## src/rtl/synth_cfg_pkg.sv

```systemverilog
package synth_cfg_pkg;

  // Field widths of the serial frame (arrival order)
  localparam int PRE_LEN    = 12;
  localparam int DIVSEL_LEN = 2;
  localparam int GAP_LEN    = 10;
  localparam int BAND_LEN   = 2;
  localparam int PAT_LEN    = 6;
  localparam int DIV_W      = 8;

  // Arrival positions derived from the widths
  localparam int PRE_POS    = 0;
  localparam int DIVSEL_POS = PRE_POS + PRE_LEN;
  localparam int GAP_POS    = DIVSEL_POS + DIVSEL_LEN;
  localparam int BAND_POS   = GAP_POS + GAP_LEN;
  localparam int PAT_POS    = BAND_POS + BAND_LEN;
  localparam int M_POS      = PAT_POS + PAT_LEN;
  localparam int A_POS      = M_POS + DIV_W;
  localparam int R_POS      = A_POS + DIV_W;
  localparam int FRAME_LEN  = R_POS + DIV_W;
  localparam int CNT_W      = $clog2(FRAME_LEN + 1);

  // Fixed contents; bit 0 is the earliest bit to arrive
  localparam logic [PRE_LEN-1:0] PRE_WORD = PRE_LEN'(1);
  localparam logic [PAT_LEN-1:0] PAT_WORD = 6'b101001;
  localparam logic [DIV_W-1:0]   M_MAX    = 8'h3F;

  typedef enum logic [1:0] {
    BAND_LOW  = 2'd0,
    BAND_MID  = 2'd1,
    BAND_HIGH = 2'd2
  } band_e;

  // raw[0] is the first band bit to arrive
  function automatic logic band_legal(input logic [BAND_LEN-1:0] raw);
    return raw != 2'b11;
  endfunction

  function automatic band_e band_decode(input logic [BAND_LEN-1:0] raw);
    case (raw)
      2'b01:   return BAND_MID;
      2'b10:   return BAND_HIGH;
      default: return BAND_LOW;
    endcase
  endfunction

  function automatic logic div_code_legal(input logic [DIVSEL_LEN-1:0] code);
    return code != 2'd3;
  endfunction

  // Transmitted R is the divider minus one
  function automatic logic [DIV_W:0] r_restore(input logic [DIV_W-1:0] raw);
    return {1'b0, raw} + (DIV_W + 1)'(1);
  endfunction

endpackage

```

## src/rtl/synth_cfg_shifter.sv

```systemverilog
module synth_cfg_shifter
  import synth_cfg_pkg::*;
(
  input  logic                 clk,
  input  logic                 rst_n,
  input  logic                 bit_valid,
  input  logic                 bit_val,
  input  logic                 bit_last,
  output logic [FRAME_LEN-1:0] frame_o,
  output logic                 len_ok_o
);

  localparam logic [CNT_W-1:0] CNT_FULL = CNT_W'(FRAME_LEN);
  localparam logic [CNT_W-1:0] CNT_LAST = CNT_W'(FRAME_LEN - 1);

  logic [FRAME_LEN-2:0] sr_q;
  logic [CNT_W-1:0]     cnt_q;

  always_ff @(posedge clk or negedge rst_n) begin
    if (!rst_n) begin
      sr_q  <= '0;
      cnt_q <= '0;
    end else if (bit_valid) begin
      sr_q <= {bit_val, sr_q[FRAME_LEN-2:1]};
      if (bit_last)
        cnt_q <= '0;
      else if (cnt_q != CNT_FULL)
        cnt_q <= cnt_q + CNT_W'(1);
    end
  end

  // Present frame as it would stand with the current bit included
  assign frame_o  = {bit_val, sr_q};
  assign len_ok_o = (cnt_q == CNT_LAST);

  a_r9_restart: assert property (@(posedge clk) disable iff (!rst_n)
    (bit_valid && bit_last) |=> (cnt_q == '0));

  a_r1_idle_hold: assert property (@(posedge clk) disable iff (!rst_n)
    !bit_valid |=> ($stable(cnt_q) && $stable(sr_q)));

endmodule

```

## src/rtl/synth_cfg_decoder.sv

```systemverilog
module synth_cfg_decoder
  import synth_cfg_pkg::*;
(
  input  logic [FRAME_LEN-1:0]  frame_i,
  output logic                  fields_ok_o,
  output logic [DIVSEL_LEN-1:0] div_o,
  output logic [BAND_LEN-1:0]   band_o,
  output logic [DIV_W-1:0]      m_o,
  output logic [DIV_W-1:0]      a_o,
  output logic [DIV_W:0]        r_o
);

  logic pre_ok, gap_ok, pat_ok, code_ok;
  logic [BAND_LEN-1:0] band_raw;
  band_e band_dec;

  assign pre_ok   = frame_i[PRE_POS +: PRE_LEN] == PRE_WORD;
  assign gap_ok   = frame_i[GAP_POS +: GAP_LEN] == '0;
  assign pat_ok   = frame_i[PAT_POS +: PAT_LEN] == PAT_WORD;

  assign div_o    = frame_i[DIVSEL_POS +: DIVSEL_LEN];
  assign band_raw = frame_i[BAND_POS +: BAND_LEN];
  assign band_dec = band_decode(band_raw);
  assign band_o   = band_dec;
  assign m_o      = frame_i[M_POS +: DIV_W];
  assign a_o      = frame_i[A_POS +: DIV_W];
  assign r_o      = r_restore(frame_i[R_POS +: DIV_W]);

  assign code_ok  = div_code_legal(div_o) && band_legal(band_raw) && (m_o <= M_MAX);
  assign fields_ok_o = pre_ok && gap_ok && pat_ok && code_ok;

endmodule

```

## src/rtl/synth_cfg_latch.sv

```systemverilog
module synth_cfg_latch
  import synth_cfg_pkg::*;
(
  input  logic                  clk,
  input  logic                  rst_n,
  input  logic                  commit_i,
  input  logic                  good_i,
  input  logic [DIVSEL_LEN-1:0] div_i,
  input  logic [BAND_LEN-1:0]   band_i,
  input  logic [DIV_W-1:0]      m_i,
  input  logic [DIV_W-1:0]      a_i,
  input  logic [DIV_W:0]        r_i,
  output logic                  load_o,
  output logic                  err_o,
  output logic [DIVSEL_LEN-1:0] div_o,
  output logic [BAND_LEN-1:0]   band_o,
  output logic [DIV_W-1:0]      m_o,
  output logic [DIV_W-1:0]      a_o,
  output logic [DIV_W:0]        r_o
);

  always_ff @(posedge clk or negedge rst_n) begin
    if (!rst_n) begin
      load_o <= 1'b0;
      err_o  <= 1'b0;
      div_o  <= '0;
      band_o <= '0;
      m_o    <= '0;
      a_o    <= '0;
      r_o    <= '0;
    end else begin
      load_o <= commit_i && good_i;
      if (commit_i) begin
        err_o <= !good_i;
        if (good_i) begin
          div_o  <= div_i;
          band_o <= band_i;
          m_o    <= m_i;
          a_o    <= a_i;
          r_o    <= r_i;
        end
      end
    end
  end

  a_r2_single_pulse: assert property (@(posedge clk) disable iff (!rst_n)
    load_o |=> !load_o);

  a_r6_no_err_on_load: assert property (@(posedge clk) disable iff (!rst_n)
    load_o |-> !err_o);

  a_r6_hold_fields: assert property (@(posedge clk) disable iff (!rst_n)
    !load_o |-> ($stable(m_o) && $stable(a_o) && $stable(r_o)
                 && $stable(div_o) && $stable(band_o)));

  a_r8_m_limit: assert property (@(posedge clk) disable iff (!rst_n)
    load_o |-> (m_o <= M_MAX));

  a_r3_div_code: assert property (@(posedge clk) disable iff (!rst_n)
    load_o |-> (div_o != 2'd3));

  a_r4_band_code: assert property (@(posedge clk) disable iff (!rst_n)
    load_o |-> (band_o != 2'd3));

endmodule

```

## src/rtl/synth_cfg_loader.sv

```systemverilog
module synth_cfg_loader
  import synth_cfg_pkg::*;
(
  input  logic         clk,
  input  logic         rst_n,
  input  logic         wr_en,
  input  logic [1:0]   wr_data,
  output logic         load_o,
  output logic         frame_err_o,
  output logic [1:0]   post_div_o,
  output logic [1:0]   band_o,
  output logic [7:0]   m_o,
  output logic [7:0]   a_o,
  output logic [8:0]   r_o
);

  logic [FRAME_LEN-1:0]  frame_w;
  logic                  len_ok_w;
  logic                  fields_ok_w;
  logic                  commit_w;
  logic                  good_w;
  logic [DIVSEL_LEN-1:0] dec_div_w;
  logic [BAND_LEN-1:0]   dec_band_w;
  logic [DIV_W-1:0]      dec_m_w, dec_a_w;
  logic [DIV_W:0]        dec_r_w;

  assign commit_w = wr_en && wr_data[1];
  assign good_w   = len_ok_w && fields_ok_w;

  synth_cfg_shifter u_shift (
    .clk       (clk),
    .rst_n     (rst_n),
    .bit_valid (wr_en),
    .bit_val   (wr_data[0]),
    .bit_last  (wr_data[1]),
    .frame_o   (frame_w),
    .len_ok_o  (len_ok_w)
  );

  synth_cfg_decoder u_dec (
    .frame_i     (frame_w),
    .fields_ok_o (fields_ok_w),
    .div_o       (dec_div_w),
    .band_o      (dec_band_w),
    .m_o         (dec_m_w),
    .a_o         (dec_a_w),
    .r_o         (dec_r_w)
  );

  synth_cfg_latch u_latch (
    .clk      (clk),
    .rst_n    (rst_n),
    .commit_i (commit_w),
    .good_i   (good_w),
    .div_i    (dec_div_w),
    .band_i   (dec_band_w),
    .m_i      (dec_m_w),
    .a_i      (dec_a_w),
    .r_i      (dec_r_w),
    .load_o   (load_o),
    .err_o    (frame_err_o),
    .div_o    (post_div_o),
    .band_o   (band_o),
    .m_o      (m_o),
    .a_o      (a_o),
    .r_o      (r_o)
  );

  a_r2_load_follows_commit: assert property (@(posedge clk) disable iff (!rst_n)
    load_o |-> $past(commit_w));

  a_r6_err_follows_commit: assert property (@(posedge clk) disable iff (!rst_n)
    $rose(frame_err_o) |-> $past(commit_w));

endmodule

```

## config.mk

```make
export PLATFORM = sky130hd
export DESIGN_NAME = synth_cfg_loader
export DESIGN_NICKNAME = d
export VERILOG_FILES = /design/src/rtl/synth_cfg_pkg.sv /design/src/rtl/synth_cfg_shifter.sv /design/src/rtl/synth_cfg_decoder.sv /design/src/rtl/synth_cfg_latch.sv /design/src/rtl/synth_cfg_loader.sv
export SDC_FILE = /design/constraint.sdc
export NUM_CORES = 1
export LEC_CHECK = 0
export BUFFER_PORTS_ARGS = -buffer_cell sky130_fd_sc_hd__buf_2
export CORE_ASPECT_RATIO = 2
export CORE_MARGIN = 4
export CORE_UTILIZATION = 45
export DETAILED_ROUTE_END_ITERATION = 12
export PLACE_DENSITY = 0.63
export SLEW_MARGIN = 25
export SYNTH_ARGS = -nofsm -noshare
export SYNTH_HDL_FRONTEND = slang
export SYNTH_HIERARCHICAL = 1
export SYNTH_SLANG_ARGS = --single-unit
```

## constraint.sdc

```tcl
create_clock -name clk -period 2.4 [get_ports clk]
set_clock_uncertainty 0.15 [all_clocks]
set_input_delay 0.48 -clock clk [delete_from_list [all_inputs] [get_ports clk]]
set_output_delay 0.48 -clock clk [all_outputs]
set_load 0.02 [all_outputs]
```

Word-level counts from Yosys, hierarchy flattened
Index checks and enable logic that the tools add are counted.
- bits in writable memories: 0
- bits in latches: 0
- word-level logic and storage cells: 36
- register bits after elaboration: 92
- bits in read-only memories: 0
- memories kept: 0
- div/mod/pow operators: 0
- mux-type cells: 3
- equal/unequal tests: 8
- bitwise operators: 0
- reductions and logical operators: 13
- $mul: 0
- shift-type cells: 0
- add/subtract/negate cells: 2
- order comparisons: 1
- operators by type and width (operator ; number):
    equality test 12 x 1 -> 1 bit (second input constant) ; 1
    equality test 6 bit (second input constant) ; 2
    2-to-1 mux 6 bit ; 2
    zero test 10 bit ; 1
    adder 8 x 1 -> 9 bit (second input constant) ; 1
    less-or-equal comparator 8 x 6 -> 1 bit (second input constant) ; 1
    logical AND 1 bit ; 8
    adder 6 x 1 -> 6 bit (second input constant) ; 1
    != test 6 bit (second input constant) ; 1
    != test 2 bit (second input constant) ; 2
    case mux 2 bit (2 select lines) ; 1
    AND reduction 2 bit ; 2
    equality test 2 x 1 -> 1 bit (second input constant) ; 1
    equality test 2 bit (second input constant) ; 1
    nonzero test 2 bit ; 1
    zero test 1 bit ; 1

Logic depth before layout (Yosys ltp)
Gate-level depths: netlist of the first run.
- word-level depth: 6
- gate-level depth with buffers: 7
- depth with buffers taken out: 6

Hierarchy
The synthesis of the first run kept the hierarchy.
- by module, submodules not included (module ; cells each ; instances ; area each (um^2)):
    synth_cfg_shifter ; 159 ; 1 ; 2448.6
    synth_cfg_latch ; 67 ; 1 ; 1268.7
    synth_cfg_decoder ; 50 ; 1 ; 355.3
    synth_cfg_loader ; 2 ; 1 ; 12.5

Least setup slack after synthesis of the first run
No wires, ideal clock.
- kind: flip-flop to flip-flop
- from: reg u_shift.sr_q[21]
- to: reg u_latch.a_o[0]
- stages on the path, launching flop included: 7
- data arrival time: 1766 ps
- path slack: 359 ps
- period minus slack after synthesis: 2041 ps
- library setup time: 125 ps
- path through: dfrtp_1 or4_4 nor4_2 and2_1 nand2_2 buf_6 mux2_4
- word-level cells in the longest chain between the ends: 6
- ends and longest elaborated chain (element ; RTL line ; RTL):
    from (decl) ; synth_cfg_shifter.sv:16 ; logic [FRAME_LEN-2:0] sr_q;
    from (signal assigned) ; synth_cfg_shifter.sv:24 ; sr_q <= {bit_val, sr_q[FRAME_LEN-2:1]};
    zero test 10 bit ; synth_cfg_decoder.sv:18 ; assign gap_ok = frame_i[GAP_POS +: GAP_LEN] == '0;
    logical AND 1 bit (3 in series) ; synth_cfg_decoder.sv:30 ; assign fields_ok_o = pre_ok && gap_ok && pat_ok && code_ok;
    via fields_ok_w ; synth_cfg_loader.sv:19 ; logic fields_ok_w;
    logical AND 1 bit ; synth_cfg_loader.sv:28 ; assign good_w = len_ok_w && fields_ok_w;
    via good_w ; synth_cfg_loader.sv:21 ; logic good_w;
    AND reduction 2 bit (no line) ; - ;
    to (signal assigned) ; synth_cfg_latch.sv:39 ; a_o <= a_i;
    to (decl) ; synth_cfg_latch.sv:18 ; output logic [DIV_W-1:0] a_o,
The timed path passes the listed nets, and every way through them passes these cells.
A chain may end at the register's enable or synchronous reset.

Final worst setup path of the first run
- from: reg u_shift.sr_q[1]
- to: reg u_latch.m_o[1]
- word-level cells in the longest chain between the ends: 6
- ends and longest elaborated chain (element ; RTL line ; RTL):
    equality test 12 x 1 -> 1 bit ; synth_cfg_decoder.sv:17 ; assign pre_ok = frame_i[PRE_POS +: PRE_LEN] == PRE_WORD;
    logical AND 1 bit (3 in series) ; synth_cfg_decoder.sv:30 ;
    via fields_ok_w ; synth_cfg_loader.sv:19 ;
    logical AND 1 bit ; synth_cfg_loader.sv:28 ;
    via good_w ; synth_cfg_loader.sv:21 ;
    AND reduction 2 bit (no line) ; - ;
    to (signal assigned) ; synth_cfg_latch.sv:38 ; m_o <= m_i;
    to (decl) ; synth_cfg_latch.sv:17 ; output logic [DIV_W-1:0] m_o,
The timed path passes the listed nets, and every way through them passes these cells.

==> out/metrics.csv, run 1 <==
metric,value,unit
multi_input_area,1524,µm²
finalCritPeriodShare,92.82,%
grt_pass1_wl,10960,µm
die_x,75.37,µm
dr_total_vias,2114,
ff2ff_setup_slack,0.17,ns
worstHoldPathType,in2async,
drt_iter0_drc,171,
htreeDepth,3,
ir_drop,0.0003974,V
drtPass1Iterations,4,
worstMarginPinSlew,0.4965,ns
coreArea,8951,µm²
finalPower,4.074,mW
die_y,142.7,µm
cts_setup_buffers,0,
clk_latency,0.34,ns
rsz0062_at_grt,false,
hold_buffers,0,
tns,0,ns
gp_congestion,0.7733,
setup_slack,0.1723,ns
syn_area,4085,µm²
antenna_left,0,
ys.flop_type,dfrtp_1,
wl_per_cell,16.15,µm
crit_family,simple AND/OR/NAND/NOR gates,
synth_cells,278,
regArea,2302,µm²
max_cap_violations,0,
crit_path_top_delay_cell,dfrtp_1,
timing.fmax,448.9,MHz
required,2.47,ns
cp-end-kind,flop,
diodes,0,
worst_ep_arrival_time,2.30,ns
ctsResizeCount,0,
p_leak,2.373,nW
synth-seq-cells,92,
layout_common_cells,"92 x dfrtp_1, 55 x mux2_2, 34 x buf_2, 29 x mux2_4",
cpPeakStageDelay,0.39,ns
port_buffers,35,
finalInstanceArea,4584,µm²
reg2regPathDepth,7,
cts_sinks,92,
cts_buffer_depth,2,
clk_pin_slew,0.06,ns
dpl-instance-area,4233,µm²
syn_avg_cell_area,14.69,µm²
overflow,0,
grt_start_max_net_pins,93,
post-place-ws,0.1753,ns
crit_path_start_kind,flop,
power_density,888.8,nW/µm²
final_common_cell,dfrtp_1,
hold_violations,0,
crit_buf_inv,1,
maxSlewViolCount,0,
max-slew-margin-rel,66.90,%
route.detailed.drc,0,
start_util,45.64,%
grt_pass1_vias,2213,
numCtsBuffers,9,
cp.depth,7,
worstSetupPathType,reg2reg,
nNetsFinal,306,
io-pin-count,36,
num_rows,49,
worstPathCellList,"nor4b_1, nand4_1, nor4_2, and2_1, nand2_2, buf_4, mux2_4",
dieArea,10760,µm²
fill_cells,782,
synthToLayoutAreaGrowth,12.22,%
synth_nets,286,
status,finished clean,
synthArstFlopShare,100.0,%
yosysWarnings,6,
dpl.hpwl,4406,µm
grt_util_all_layers,13.67,%
cts_tree,built,
worst-path-max-fanout,12,
period_minus_slack,2.228,ns
synth_seq_area_share,56.36,%
finalSetupViolations,0,
r2r_end,u_latch/m_o[1],
drive_above_1_share,47.52,%
antenna_found_initial,0,
hold_ws,0.01260,ns
ys_types,34,
synth_edf_count,0,
cts_root_buf,clkbuf_16,
routed_via_density,5.220,
reg2reg_from,u_shift/sr_q[1],
routed_wl,6541,µm
[cell type report]
class / instances / share of cell area (%)
clock inverters: 4 / 2.074
inverters: 9 / 0.7369
clock buffers: 12 / 5.595
flip-flops and latches: 92 / 50.22
well taps: 102 / 2.784
repair buffers: 39 / 5.349
multi-input cells: 147 / 33.24
[how the worst max path moves through the flow]
stage | startpoint | slack (ns) | end
2_1_floorplan | u_shift/sr_q[21] | 0.36 | u_latch/a_o[0]
3_3_place_gp | u_shift/sr_q[3] | 0.18 | u_latch/m_o[4]
3_5_place_dp | u_shift/sr_q[1] | 0.18 | u_latch/m_o[6]
4_1_cts | u_shift/sr_q[1] | 0.14 | u_latch/m_o[6]
5_1_grt | u_shift/sr_q[1] | 0.01 | u_latch/m_o[1]
6_report | u_shift/sr_q[1] | 0.17 | u_latch/m_o[1]
[state kept, by name, indices dropped and copies added, names as in the netlist]
name            flops
u_latch/div_o       2
u_latch/r_o         9
u_latch/m_o         8
u_latch/band_o      2
u_latch/err_o       1
u_latch/load_o      1
u_shift/sr_q       55
u_latch/a_o         8
u_shift/cnt_q       6
[power by group]
| group | internal, mW | switching [mW] |
|---|---|---|
| clock network | 1.07 | 0.565 |
| registers | 1.78 | 0.227 |
| logic | 0.259 | 0.166 |
| total | 3.12 | 0.958 |
[routing by layer]
metal	track usage (%)	up-vias	routed length, µm
li1	-	996	-
met1	16.09	1072	2654
met2	21.93	37	3510
met3	4.299	9	239
met4	6.820	0	138
met5	0	-	0
[cells in the mapped netlist (2+ instances only)]
library cell | count | area (µm²)
and2_1 | 2 | 12.51
nor4_1 | 3 | 18.77
o21ai_0 | 2 | 10.01
nand3_1 | 4 | 20.02
nor4b_1 | 2 | 17.52
inv_1 | 9 | 33.78
ha_1 | 3 | 37.54
nand2_1 | 6 | 22.52
or4_1 | 2 | 15.01
mux2_2 | 55 | 619.3
dfrtp_1 | 92 | 2302
xnor2_1 | 5 | 43.79
o221ai_1 | 2 | 17.52
nor2_1 | 5 | 18.77
mux2i_1 | 4 | 40.04
nor2b_1 | 5 | 31.28
buf_2 | 6 | 30.03
buf_4 | 20 | 150.1
nand4_1 | 4 | 25.02
buf_6 | 4 | 45.04
nand2_2 | 2 | 12.51
mux2_4 | 29 | 435.4
[logic make-up after synthesis]
| kind of cell | share of synthesized area, % |
|---|---|
| AO/OA/AOI/OAI | 1.930 |
| XOR/XNOR | 1.286 |
| adder cells (fa/ha/maj) | 0.9189 |
| AND/OR/NAND/NOR | 6.095 |
| multiplexers | 27.08 |
| buffers and inverters | 6.340 |
| flip-flops | 56.36 |
[per-stage QoR]
stage | cells | utilization [%]
after floorplan | 278 | -
after global placement | 389 | 47.29
after detailed placement | 389 | 47.29
after CTS | 405 | 51.22
after global routing | 405 | 51.22
final | 405 | 51.22
No activity file was read; power rests on OpenSTA's default activity.
==> run 2, diff against run 1 <==
--- a/config.mk
+++ b/config.mk
@@ -9,8 +9,10 @@
 export CORE_ASPECT_RATIO = 2
 export CORE_MARGIN = 4
 export CORE_UTILIZATION = 45
+export CTS_BUF_LIST = sky130_fd_sc_hd__clkbuf_8
 export DETAILED_ROUTE_END_ITERATION = 12
 export PLACE_DENSITY = 0.63
+export SKIP_CTS_REPAIR_TIMING = 1
 export SLEW_MARGIN = 25
 export SYNTH_ARGS = -nofsm -noshare
 export SYNTH_HDL_FRONTEND = slang
==> run 2 against run 1 <==
Compared with the run above:
- the run now ends with hold timing left
- highest routed layer unchanged
- cell count is the same
- critical endpoint unchanged
- sequential cell count is the same
- fmax grew 1.6%
- largest cell class unchanged
- power shrank 9.4%
- final area shrank 2.2%
- combinational power is essentially flat
- non-clock buffer count is the same
- die area is the same
- critical path depth is the same
- clock power shrank 23%
- largest power group unchanged
==> out/metrics.csv, run 2 (synthesis gave the netlist of run 1 again) <==
metric,value,unit
status,"finished, violations left",
failed_checks,hold timing,
htreeDepth,3,
fill_cells,795,
gp_congestion,0.7733,
routed_wl,6468,µm
regArea,2302,µm²
cts_tree,built,
drive_above_1_share,47.52,%
num_rows,49,
period_minus_slack,2.192,ns
finalInstanceArea,4483,µm²
grt_pass1_wl,10810,µm
ff2ff_setup_slack,0.21,ns
overflow,0,
dpl.cell_count,389,
reg2reg_from,u_shift/sr_q[1],
hold_ws,-0.005222,ns
start_util,45.64,%
port_buffers,35,
route.detailed.drc,0,
p_leak,2.331,nW
maxSlewViolCount,0,
worstMarginPinSlew,0.4858,ns
max_cap_violations,0,
cts_sinks,92,
nNetsFinal,306,
antenna_left,0,
r2r_end,u_latch/m_o[1],
dr_total_vias,2110,
worst-path-max-fanout,12,
power_density,823.1,nW/µm²
synthToLayoutAreaGrowth,9.740,%
cts_buffer_depth,2,
rsz0062_at_grt,false,
largest_reg_flops,55,
reg2regPathDepth,7,
die_x,75.37,µm
drtPass1Iterations,4,
coreArea,8951,µm²
cts_root_buf,clkbuf_8,
crit_start,u_shift/sr_q[1],
layout_common_cells,"92 x dfrtp_1, 55 x mux2_2, 34 x buf_2, 29 x mux2_4, 11 x clkbuf_8",
finalCritPeriodShare,91.34,%
die_y,142.7,µm
required,2.49,ns
drt_iter0_drc,142,
stdcell_count,405,
largest-register,u_shift/sr_q,
antenna_found_initial,0,
grt_pass1_vias,2195,
routed_via_density,5.210,
hold_violations,5,
max-slew-margin-rel,67.62,%
clk_pin_slew,0.09,ns
ir_drop,0.0003456,V
dieArea,10760,µm²
timing.fmax,456.2,MHz
numCtsBuffers,9,
grt_util_all_layers,13.36,%
wl_per_cell,15.97,µm
grt_start_max_net_pins,93,
dpl.hpwl,4406,µm
crit_path_start_kind,flop,
reg_top3,"u_shift/sr_q (55), u_latch/r_o (9)",
crit_end,u_latch/m_o[1],
worstSetupPathType,reg2reg,
cp-end-kind,flop,
dpl-instance-area,4233,µm²
multi_input_area,1524,µm²
final_common_cell,dfrtp_1,
io-pin-count,36,
finalSetupViolations,0,
worstHoldPathType,in2async,
tns,0,ns
diodes,0,
worst_ep_arrival_time,2.28,ns
clk_latency,0.36,ns
[run 2: cell types whose count changed in the layout (fill, tap and decap cells not counted), sizes merged]
| cell | change |
|---|---|
| clkbuf | -1 |
| inv | +1 |
[run 2: worst min-delay path by stage]
stage	endpoint
global route	u_shift/sr_q[10]
detailed placement	u_latch/a_o[1]
CTS	u_shift/sr_q[9]
finish	u_shift/sr_q[9]
global placement	u_shift/sr_q[0]
floorplan	u_latch/a_o[0]
[run 2: area by class of cell]
class | instances | share of cell area (%)
repair buffers | 39 | 5.470
multi-input cells | 147 | 33.99
inverters | 9 | 0.7536
clock buffers | 11 | 3.377
well taps | 102 | 2.847
clock inverters | 5 | 2.205
flip-flops and latches | 92 | 51.35
[run 2: per-layer routing]
layer | GRT usage, % | wire length, µm | share of wire, %
met5 | 0 | 0 | 0
met4 | 7.281 | 205 | 3.2
met3 | 3.030 | 208 | 3.2
met2 | 21.75 | 3379 | 52
met1 | 15.86 | 2674 | 41
[run 2: critical path, cell delays in order, from the launching register on]
cell and delay [ns]:
dfrtp_1 0.39, nor4b_1 0.36, nand4_1 0.23, nor4_2 0.16, and2_1 0.18, nand2_2 0.08
buf_4 0.21, mux2_4 0.31
[run 2: power breakdown]
group          total (mW)  switching (mW)  internal (mW)
logic               0.424           0.165          0.259
clock network        1.26           0.517          0.744
registers            2.01           0.224           1.78
total                3.69           0.906           2.78
[run 2: metrics by stage]
stage                     power (mW)  setup slack [ns]  utilization, %
after floorplan                2.487            0.3588               -
after global placement         2.452            0.1770           47.29
after detailed placement       2.479            0.1753           47.29
after CTS                      3.759            0.1639           50.08
after global routing           3.908           0.03943           50.08
final                          3.690            0.2078           50.08
